$ cat src/rtl/ubr_pkg.sv
package ubr_pkg;

    typedef enum logic [1:0] {
        BANK_GEN = 2'd0,
        BANK_DIV = 2'd1,
        BANK_ENH = 2'd2
    } bank_t;

    typedef enum logic [4:0] {
        RID_NONE,
        RID_RHR,
        RID_THR,
        RID_IER,
        RID_ISR,
        RID_FCR,
        RID_LCR,
        RID_MCR,
        RID_LSR,
        RID_MSR,
        RID_SPR,
        RID_DLL,
        RID_DLM,
        RID_EFR,
        RID_XON1,
        RID_XON2,
        RID_XOFF1,
        RID_XOFF2
    } reg_id_t;

endpackage

$ cat src/rtl/ubr_bank_fsm.sv
module ubr_bank_fsm
    import ubr_pkg::*;
#(
    parameter int          DATA_W  = 8,
    parameter logic [DATA_W-1:0] ENH_KEY = 8'hBF
) (
    input  logic              clk,
    input  logic              rst_n,
    input  logic              lcr_we,
    input  logic [DATA_W-1:0] lcr_wdata,
    output bank_t             bank,
    output logic              div_visible
);

    localparam int MSB = DATA_W - 1;

    bank_t state_q;
    bank_t state_d;
    bank_t target;

    always_comb begin
        if (lcr_wdata == ENH_KEY) begin
            target = BANK_ENH;
        end else if (lcr_wdata[MSB]) begin
            target = BANK_DIV;
        end else begin
            target = BANK_GEN;
        end
    end

    // Transitions, all taken only on a line-control write:
    //   GEN -> DIV / ENH / GEN, DIV -> GEN / ENH / DIV, ENH -> GEN / DIV / ENH
    always_comb begin
        state_d = state_q;
        unique case (state_q)
            BANK_GEN: if (lcr_we) state_d = target;
            BANK_DIV: if (lcr_we) state_d = target;
            BANK_ENH: if (lcr_we) state_d = target;
            default:  state_d = BANK_GEN;
        endcase
    end

    always_ff @(posedge clk or negedge rst_n) begin
        if (!rst_n) begin
            state_q <= BANK_GEN;
        end else begin
            state_q <= state_d;
        end
    end

    always_comb begin
        bank        = state_q;
        div_visible = 1'b0;
        unique case (state_q)
            BANK_GEN: div_visible = 1'b0;
            BANK_DIV: div_visible = 1'b1;
            BANK_ENH: div_visible = 1'b1;
            default:  div_visible = 1'b0;
        endcase
    end

endmodule

$ cat src/rtl/ubr_addr_decode.sv
module ubr_addr_decode
    import ubr_pkg::*;
#(
    parameter int ADDR_W = 3
) (
    input  bank_t             bank,
    input  logic [ADDR_W-1:0] addr,
    output reg_id_t           rd_sel,
    output reg_id_t           wr_sel
);

    reg_id_t gen_rd;
    reg_id_t gen_wr;

    // General bank map, also the fall-through for the divisor bank
    always_comb begin
        unique case (addr)
            3'd0: begin gen_rd = RID_RHR; gen_wr = RID_THR;  end
            3'd1: begin gen_rd = RID_IER; gen_wr = RID_IER;  end
            3'd2: begin gen_rd = RID_ISR; gen_wr = RID_FCR;  end
            3'd3: begin gen_rd = RID_LCR; gen_wr = RID_LCR;  end
            3'd4: begin gen_rd = RID_MCR; gen_wr = RID_MCR;  end
            3'd5: begin gen_rd = RID_LSR; gen_wr = RID_NONE; end
            3'd6: begin gen_rd = RID_MSR; gen_wr = RID_NONE; end
            default: begin gen_rd = RID_SPR; gen_wr = RID_SPR; end
        endcase
    end

    always_comb begin
        rd_sel = gen_rd;
        wr_sel = gen_wr;
        unique case (bank)
            BANK_GEN: begin
                rd_sel = gen_rd;
                wr_sel = gen_wr;
            end
            BANK_DIV: begin
                if (addr == 3'd0) begin
                    rd_sel = RID_DLL; wr_sel = RID_DLL;
                end else if (addr == 3'd1) begin
                    rd_sel = RID_DLM; wr_sel = RID_DLM;
                end
            end
            BANK_ENH: begin
                unique case (addr)
                    3'd0: begin rd_sel = RID_DLL;   wr_sel = RID_DLL;   end
                    3'd1: begin rd_sel = RID_DLM;   wr_sel = RID_DLM;   end
                    3'd2: begin rd_sel = RID_EFR;   wr_sel = RID_EFR;   end
                    3'd3: begin rd_sel = RID_LCR;   wr_sel = RID_LCR;   end
                    3'd4: begin rd_sel = RID_XON1;  wr_sel = RID_XON1;  end
                    3'd5: begin rd_sel = RID_XON2;  wr_sel = RID_XON2;  end
                    3'd6: begin rd_sel = RID_XOFF1; wr_sel = RID_XOFF1; end
                    default: begin rd_sel = RID_XOFF2; wr_sel = RID_XOFF2; end
                endcase
            end
            default: begin
                rd_sel = RID_NONE;
                wr_sel = RID_NONE;
            end
        endcase
    end

endmodule

$ cat src/rtl/ubr_regfile.sv
module ubr_regfile
    import ubr_pkg::*;
#(
    parameter int DATA_W = 8
) (
    input  logic              clk,
    input  logic              rst_n,
    input  logic              wr,
    input  logic              rd,
    input  reg_id_t           wr_sel,
    input  reg_id_t           rd_sel,
    input  logic [DATA_W-1:0] wdata,
    output logic [DATA_W-1:0] rdata,
    input  logic [DATA_W-1:0] rx_data_i,
    input  logic [DATA_W-1:0] isr_i,
    input  logic [DATA_W-1:0] lsr_i,
    input  logic [DATA_W-1:0] msr_i,
    output logic [DATA_W-1:0] tx_data_o,
    output logic              tx_push_o,
    output logic              rx_pop_o,
    output logic [DATA_W-1:0] ier_o,
    output logic [DATA_W-1:0] fcr_o,
    output logic [DATA_W-1:0] lcr_o,
    output logic [DATA_W-1:0] mcr_o,
    output logic [DATA_W-1:0] dll_o,
    output logic [DATA_W-1:0] dlm_o,
    output logic [DATA_W-1:0] efr_o,
    output logic [DATA_W-1:0] xon1_o,
    output logic [DATA_W-1:0] xon2_o,
    output logic [DATA_W-1:0] xoff1_o,
    output logic [DATA_W-1:0] xoff2_o
);

    localparam logic [DATA_W-1:0] ZERO = '0;

    logic [DATA_W-1:0] spr_q;

    always_ff @(posedge clk or negedge rst_n) begin
        if (!rst_n) begin
            tx_data_o <= ZERO;
            ier_o     <= ZERO;
            fcr_o     <= ZERO;
            lcr_o     <= ZERO;
            mcr_o     <= ZERO;
            spr_q     <= ZERO;
            dll_o     <= ZERO;
            dlm_o     <= ZERO;
            efr_o     <= ZERO;
            xon1_o    <= ZERO;
            xon2_o    <= ZERO;
            xoff1_o   <= ZERO;
            xoff2_o   <= ZERO;
        end else if (wr) begin
            unique case (wr_sel)
                RID_THR:   tx_data_o <= wdata;
                RID_IER:   ier_o     <= wdata;
                RID_FCR:   fcr_o     <= wdata;
                RID_LCR:   lcr_o     <= wdata;
                RID_MCR:   mcr_o     <= wdata;
                RID_SPR:   spr_q     <= wdata;
                RID_DLL:   dll_o     <= wdata;
                RID_DLM:   dlm_o     <= wdata;
                RID_EFR:   efr_o     <= wdata;
                RID_XON1:  xon1_o    <= wdata;
                RID_XON2:  xon2_o    <= wdata;
                RID_XOFF1: xoff1_o   <= wdata;
                RID_XOFF2: xoff2_o   <= wdata;
                default:   ;
            endcase
        end
    end

    always_ff @(posedge clk or negedge rst_n) begin
        if (!rst_n) begin
            tx_push_o <= 1'b0;
            rx_pop_o  <= 1'b0;
        end else begin
            tx_push_o <= wr && (wr_sel == RID_THR);
            rx_pop_o  <= rd && (rd_sel == RID_RHR);
        end
    end

    always_comb begin
        unique case (rd_sel)
            RID_RHR:   rdata = rx_data_i;
            RID_IER:   rdata = ier_o;
            RID_ISR:   rdata = isr_i;
            RID_LCR:   rdata = lcr_o;
            RID_MCR:   rdata = mcr_o;
            RID_LSR:   rdata = lsr_i;
            RID_MSR:   rdata = msr_i;
            RID_SPR:   rdata = spr_q;
            RID_DLL:   rdata = dll_o;
            RID_DLM:   rdata = dlm_o;
            RID_EFR:   rdata = efr_o;
            RID_XON1:  rdata = xon1_o;
            RID_XON2:  rdata = xon2_o;
            RID_XOFF1: rdata = xoff1_o;
            RID_XOFF2: rdata = xoff2_o;
            default:   rdata = ZERO;
        endcase
    end

endmodule

$ cat src/rtl/uart_bank_regs.sv
module uart_bank_regs
    import ubr_pkg::*;
#(
    parameter int                DATA_W  = 8,
    parameter int                ADDR_W  = 3,
    parameter logic [DATA_W-1:0] ENH_KEY = 8'hBF
) (
    input  logic              clk,
    input  logic              rst_n,
    input  logic [ADDR_W-1:0] bus_addr,
    input  logic              bus_wr,
    input  logic              bus_rd,
    input  logic [DATA_W-1:0] bus_wdata,
    output logic [DATA_W-1:0] bus_rdata,
    input  logic [DATA_W-1:0] rx_data_i,
    input  logic [DATA_W-1:0] isr_i,
    input  logic [DATA_W-1:0] lsr_i,
    input  logic [DATA_W-1:0] msr_i,
    output logic [DATA_W-1:0] tx_data_o,
    output logic              tx_push_o,
    output logic              rx_pop_o,
    output logic [DATA_W-1:0] ier_o,
    output logic [DATA_W-1:0] fcr_o,
    output logic [DATA_W-1:0] lcr_o,
    output logic [DATA_W-1:0] mcr_o,
    output logic [DATA_W-1:0] dll_o,
    output logic [DATA_W-1:0] dlm_o,
    output logic [DATA_W-1:0] efr_o,
    output logic [DATA_W-1:0] xon1_o,
    output logic [DATA_W-1:0] xon2_o,
    output logic [DATA_W-1:0] xoff1_o,
    output logic [DATA_W-1:0] xoff2_o
);

    bank_t   bank;
    logic    div_visible;
    reg_id_t rd_sel;
    reg_id_t wr_sel;
    logic    lcr_we;

    assign lcr_we = bus_wr && (wr_sel == RID_LCR);

    ubr_bank_fsm #(
        .DATA_W  (DATA_W),
        .ENH_KEY (ENH_KEY)
    ) u_fsm (
        .clk         (clk),
        .rst_n       (rst_n),
        .lcr_we      (lcr_we),
        .lcr_wdata   (bus_wdata),
        .bank        (bank),
        .div_visible (div_visible)
    );

    ubr_addr_decode #(
        .ADDR_W (ADDR_W)
    ) u_dec (
        .bank   (bank),
        .addr   (bus_addr),
        .rd_sel (rd_sel),
        .wr_sel (wr_sel)
    );

    ubr_regfile #(
        .DATA_W (DATA_W)
    ) u_rf (
        .clk       (clk),
        .rst_n     (rst_n),
        .wr        (bus_wr),
        .rd        (bus_rd),
        .wr_sel    (wr_sel),
        .rd_sel    (rd_sel),
        .wdata     (bus_wdata),
        .rdata     (bus_rdata),
        .rx_data_i (rx_data_i),
        .isr_i     (isr_i),
        .lsr_i     (lsr_i),
        .msr_i     (msr_i),
        .tx_data_o (tx_data_o),
        .tx_push_o (tx_push_o),
        .rx_pop_o  (rx_pop_o),
        .ier_o     (ier_o),
        .fcr_o     (fcr_o),
        .lcr_o     (lcr_o),
        .mcr_o     (mcr_o),
        .dll_o     (dll_o),
        .dlm_o     (dlm_o),
        .efr_o     (efr_o),
        .xon1_o    (xon1_o),
        .xon2_o    (xon2_o),
        .xoff1_o   (xoff1_o),
        .xoff2_o   (xoff2_o)
    );

endmodule

$ cat config.mk
export PLATFORM = sky130hd
export DESIGN_NAME = uart_bank_regs
export DESIGN_NICKNAME = d
export VERILOG_FILES = /design/src/rtl/ubr_pkg.sv /design/src/rtl/ubr_bank_fsm.sv /design/src/rtl/ubr_addr_decode.sv /design/src/rtl/ubr_regfile.sv /design/src/rtl/uart_bank_regs.sv
export SDC_FILE = /design/constraint.sdc
export NUM_CORES = 1
export LEC_CHECK = 0
export BUFFER_PORTS_ARGS = -buffer_cell sky130_fd_sc_hd__clkbuf_2
export CORE_MARGIN = 8
export CORE_UTILIZATION = 46
export CTS_CLUSTER_SIZE = 8
export DETAILED_ROUTE_END_ITERATION = 12
export HOLD_SLACK_MARGIN = 0.06
export PLACE_DENSITY = 0.83
export SLEW_MARGIN = 40
export SYNTH_ARGS = -nofsm -noshare
export SYNTH_HDL_FRONTEND = slang
export SYNTH_SLANG_ARGS = --single-unit
$ cat constraint.sdc
create_clock -name clk -period 5.55 [get_ports clk]
set_input_delay 0.2775 -clock clk [delete_from_list [all_inputs] [get_ports clk]]
set_output_delay 0.2775 -clock clk [all_outputs]
set_load 0.005 [all_outputs]
# Yosys cells after proc, flatten, opt, wreduce, memory -nomap -nowiden
# Cells that the tools add are included.
# totals
reg_bits	108
latch_bits	0
ramBits	0
mem_bits_ro	0
in_bits	47
output_inout_bits	106
wordCells	88
n_memories	0
# op_classes
add_sub_neg	0
multipliers	0
div_mod_pow	0
n_lt_le_gt_ge	0
eq_ne	38
shift	0
muxes	14
n_bitwise	0
n_reduce_logical	20
# op_table
op	n
$pmux 8 s15	1
$eq 5x4->1 const B	14
$pmux 5 s7	1
$eq 5x3->1 const B	6
$pmux 5 s3	2
$pmux 4 s7	1
$reduce_and 2->1	13
$pmux 4 s6	1
$eq 5x5->1 const B	4
$eq 5x2->1 const B	3
$mux 5	2
$eq 3x3->1 const B	3
$eq 8x8->1 const B	1
$mux 4	2
$eq 3x2->1 const B	2
$mux 2	3
$eq 5x1->1 const B	1
$eq 3x1->1 const B	1
$logic_and 1x1->1	3
$logic_not 3->1	1
$reduce_or 3->1	1
$eq 2x1->1 const B	1
$eq 2x2->1 const B	1
$logic_not 2->1	1
other kinds (3)	3

# Depth between registers and ports, before layout
# depth
depth_word	10
ltp_mapped	7
mapped_depth_nobuf	4

# Modules after synthesis
# From an unflattened synthesis, not the netlist that was laid out.
# hier_totals
cells_unflattened	478
hier_area_um2	5741.8
# by_module_without_submodules
module	n_inst	cells_each	area_per_inst_um2	seq_area_each_um2
ubr_regfile	1	418	5273.8	2652.5
ubr_addr_decode	1	46	306.5	0.0
ubr_bank_fsm	1	12	137.6	50.0
uart_bank_regs	1	2	23.8	0.0

# Worst setup path before layout
# OpenSTA, ideal clock, no wires.
# synth_path
path_type	input port to output port
from	input port bus_addr[1]
to	output port bus_rdata[3]
t_arrival_ns	1.589
path_slack_ns	3.683
path_stages	6
path_cell_list	buf_2 > buf_2 > buf_2 > mux4_2 > a221oi_1 > o211ai_1
# synth_via
elab_chain_len	7
word_cells_on_any_way	28
cone_classes	eq/ne: 21; mux: 6; reduce/logical: 1
# synth_rtl
item	line_no	source
from (decl)	uart_bank_regs.sv:10	input logic [ADDR_W-1:0] bus_addr,
$eq 3x3->1, or another cell as far along	ubr_addr_decode.sv:17, ubr_addr_decode.sv:45	
$pmux 4 s7	ubr_addr_decode.sv:17	unique case (addr)
$mux 4	ubr_addr_decode.sv:40	end else if (addr == 3'd1) begin
$mux 5	ubr_addr_decode.sv:38	if (addr == 3'd0) begin
$pmux 5 s3 (*)	ubr_addr_decode.sv:32	unique case (bank)
$eq 5x5->1, or another cell as far along	ubr_regfile.sv:84	unique case (rd_sel)
$pmux 8 s15 (*)	ubr_regfile.sv:84	
to (decl)	uart_bank_regs.sv:14	output logic [DATA_W-1:0] bus_rdata,
# Mark *: on every way between the ends. The rest lies on a longest branch, timed or not.

# Worst setup path after layout
# layout_path
from	input port bus_addr[0]
to	output port bus_rdata[3]
# The elaborated chain is that of the path after synthesis.

==> flow_summary.yaml <==
floorplanning:
  fp.dieArea_um2: 15000
  core_um2: 11200
  initial_core_util_pct: 46.3
  die_w_um: 122
  fp.dieH_um: 122
  num_rows: 39
  num_io_pins: 153
synth:
  yosys_warnings: 0
  synth_area_um2: 5190
  syn_avg_cell_area_um2: 13.5
  synth.distinct_cells: 53
  synth_seq_cells: 108
  synth_ff_type: "dfrtp_1"
  synth_edf_count: 0
  synth_seq_area_share_pct: 52.0
  synthCells: 384
  async_reset_ff_share_pct: 100
  synth_nets: 431
layout:
  fin_cells: 671
  synthToLayoutAreaGrowth_pct: 22.3
  nNetsFinal: 570
  antenna_cells: 0
  layout-drive-gt1-share_pct: 56.4
  mostFrequentLayoutCells: "150 x clkbuf_2, 108 x dfrtp_1, 104 x mux2_2"
  final_common_cell: "clkbuf_2"
  fin_util_pct: 56.6
timing:
  worstMarginPinSlew_ns: 0.839
  finClkSkew_ns: 0.00537
  clock.fmax_mhz: 362
  final_max_slew_viol_count: 0
  fin_crit_ns: 2.76
  hold_viol: 0
  slew_headroom_pct: 44.0
  rsz0062_at_grt: "no"
  setup_viol: 0
  fin_tns_setup_ns: 0
  period_share_pct: 49.8
routing:
  dr_total_vias: 4039
  first_iter_violations: 388
  wl_mm: 16.9
  firstDrtPassIters: 6
  viasPerCell: 6.02
  drc: 0
  ant_nets: 0
  wl_per_cell_um: 25.1
grt:
  grt_pass1_wl_mm: 25.5
  antenna_found_initial: 0
  grt_pass1_vias: 4268
  grt-ovfl-total: 0
  grtUsageTotal_pct: 22.9
  grt_max_degree: 80
worst_setup_path:
  cp_max_fo: 22
  r2r_start: "u_fsm.bank[1]"
  start_kind: "input pin"
  cp-end-kind: "primary output"
  r2r_slack_ns: 3.14
  crit_arrival_ns: 2.49
  cp.required_ns: 5.27
  regToRegEndpoint: "u_rf.efr_o[7]"
  worstSetupPathType: "in -> out"
  reg2regPathDepth: 4
power_and_ir_drop:
  p_leak_nw: 3.08
  power_density_nw_per_um2: 487
  ir_worst_vdd_v: 0.000207
place:
  routabilityCongestion: 0.948
  hpwl_mm: 12.4
  dp_cells: 654
  port_buffers: 152
cts:
  clock_latency_ns: 0.35
  htreeDepth: 3
  root_buffer: "clkbuf_16"
  cts-resized-gates: 0
  clockBufferDepth: 2
  post-cts-setup-buffers: 0
  numCtsBuffers: 9
  cts.sinks: 108
  postCtsHoldBufs: 1
  tritoncts: "yes"
  path_clk_slew_ns: 0.07
min_path:
  whs_path_depth: 2
  hp-class: "in -> reg"
  worstHoldEndpoint: "u_rf.rx_pop_o"
  min_from: "bus_rd"
status:
  status: "complete, no violations"
run:
  maxCapViolCount: 0
critical path, cell delays in order:
cell	delay, ns
clkbuf_2	0.42
buf_4	0.46
nand2_1	0.24
nor3_2	0.54
a221oi_1	0.20
o211ai_1	0.17
clkbuf_2	0.17
cell type report:
| class | count | area (µm²) |
|---|---|---|
| clock buffers | 13 | 270 |
| repair buffers | 155 | 795 |
| fillers | 947 | 4870 |
| inverters | 3 | 11.3 |
| clock inverters | 3 | 43.8 |
| well taps | 143 | 179 |
| flip-flops and latches | 108 | 2700 |
| multi-input cells | 246 | 2350 |
synth_stat cells (all sizes together) (4+ instances only):
library cell	instances	area share [%]
and3	4	0.48
mux4	8	3.5
o21ai	5	0.48
buf	17	2.0
mux2	104	23
nand4	5	0.72
dfrtp	108	52
mux2i	21	4.0
a221oi	4	0.67
nor2	10	0.87
a211oi	5	0.72
clkbuf	10	0.72
nand3	5	0.48
nand2	18	1.5
a21oi	6	0.58
a22oi	5	0.72
nor3	9	1.3
through the flow:
stage	cell area, µm²	setup slack, ns	hold WS, ns	total power [mW]
2_1_floorplan	5190	3.68	-0.0181	1.87
3_3_place_gp	6010	2.59	0.214	2.39
3_5_place_dp	6030	2.81	0.232	2.44
4_1_cts	6350	2.80	0.161	3.11
5_1_grt	6350	2.62	0.159	3.27
6_report	6350	2.79	0.166	3.10
cells by family after synthesis:
kind of cell    count (synthesis)  synth area share (%)
buf+inv                        30                  2.94
xor+xnor                        1                 0.169
simple gates                   70                  8.81
compound gates                 42                  6.00
flops                         108                  52.0
mux                           133                  30.1
layer usage:
metal	up-vias	global-route usage [%]	wire (µm)
met5	-	0	0
met3	41	7.68	1880
met2	248	35.7	7970
met4	0	9.52	532
li1	1713	-	-
met1	2037	28.9	6470
power by group:
| part | switching (mW) | internal (mW) | total (mW) |
|---|---|---|---|
| clock network | 0.283 | 0.387 | 0.671 |
| registers | 0.264 | 1.11 | 1.37 |
| logic | 0.481 | 0.573 | 1.05 |
sequential cells by signal, summed over array words and instances (netlist names):
name / count
u_rf.dll_o: 8
u_rf.dlm_o: 8
u_rf.efr_o: 8
u_rf.fcr_o: 8
u_rf.ier_o: 8
u_rf.lcr_o: 8
u_rf.mcr_o: 8
u_rf.spr_q: 8
u_rf.tx_data_o: 8
u_rf.xoff1_o: 8
u_rf.xoff2_o: 8
u_rf.xon1_o: 8
u_rf.xon2_o: 8
u_fsm.bank: 2
u_rf.rx_pop_o: 1
u_rf.tx_push_o: 1
worst max path at each step:
stage,start,to,slack [ns],cells past startpoint
floorplan,bus_addr[1],bus_rdata[3],3.68,6
global placement,bus_addr[0],bus_rdata[1],2.59,7
detailed placement,bus_addr[0],bus_rdata[4],2.81,7
CTS,bus_addr[0],bus_rdata[4],2.80,7
global route,bus_addr[0],bus_rdata[3],2.62,7
finish,bus_addr[0],bus_rdata[3],2.79,7
Power figures use the tool's default switching activity.
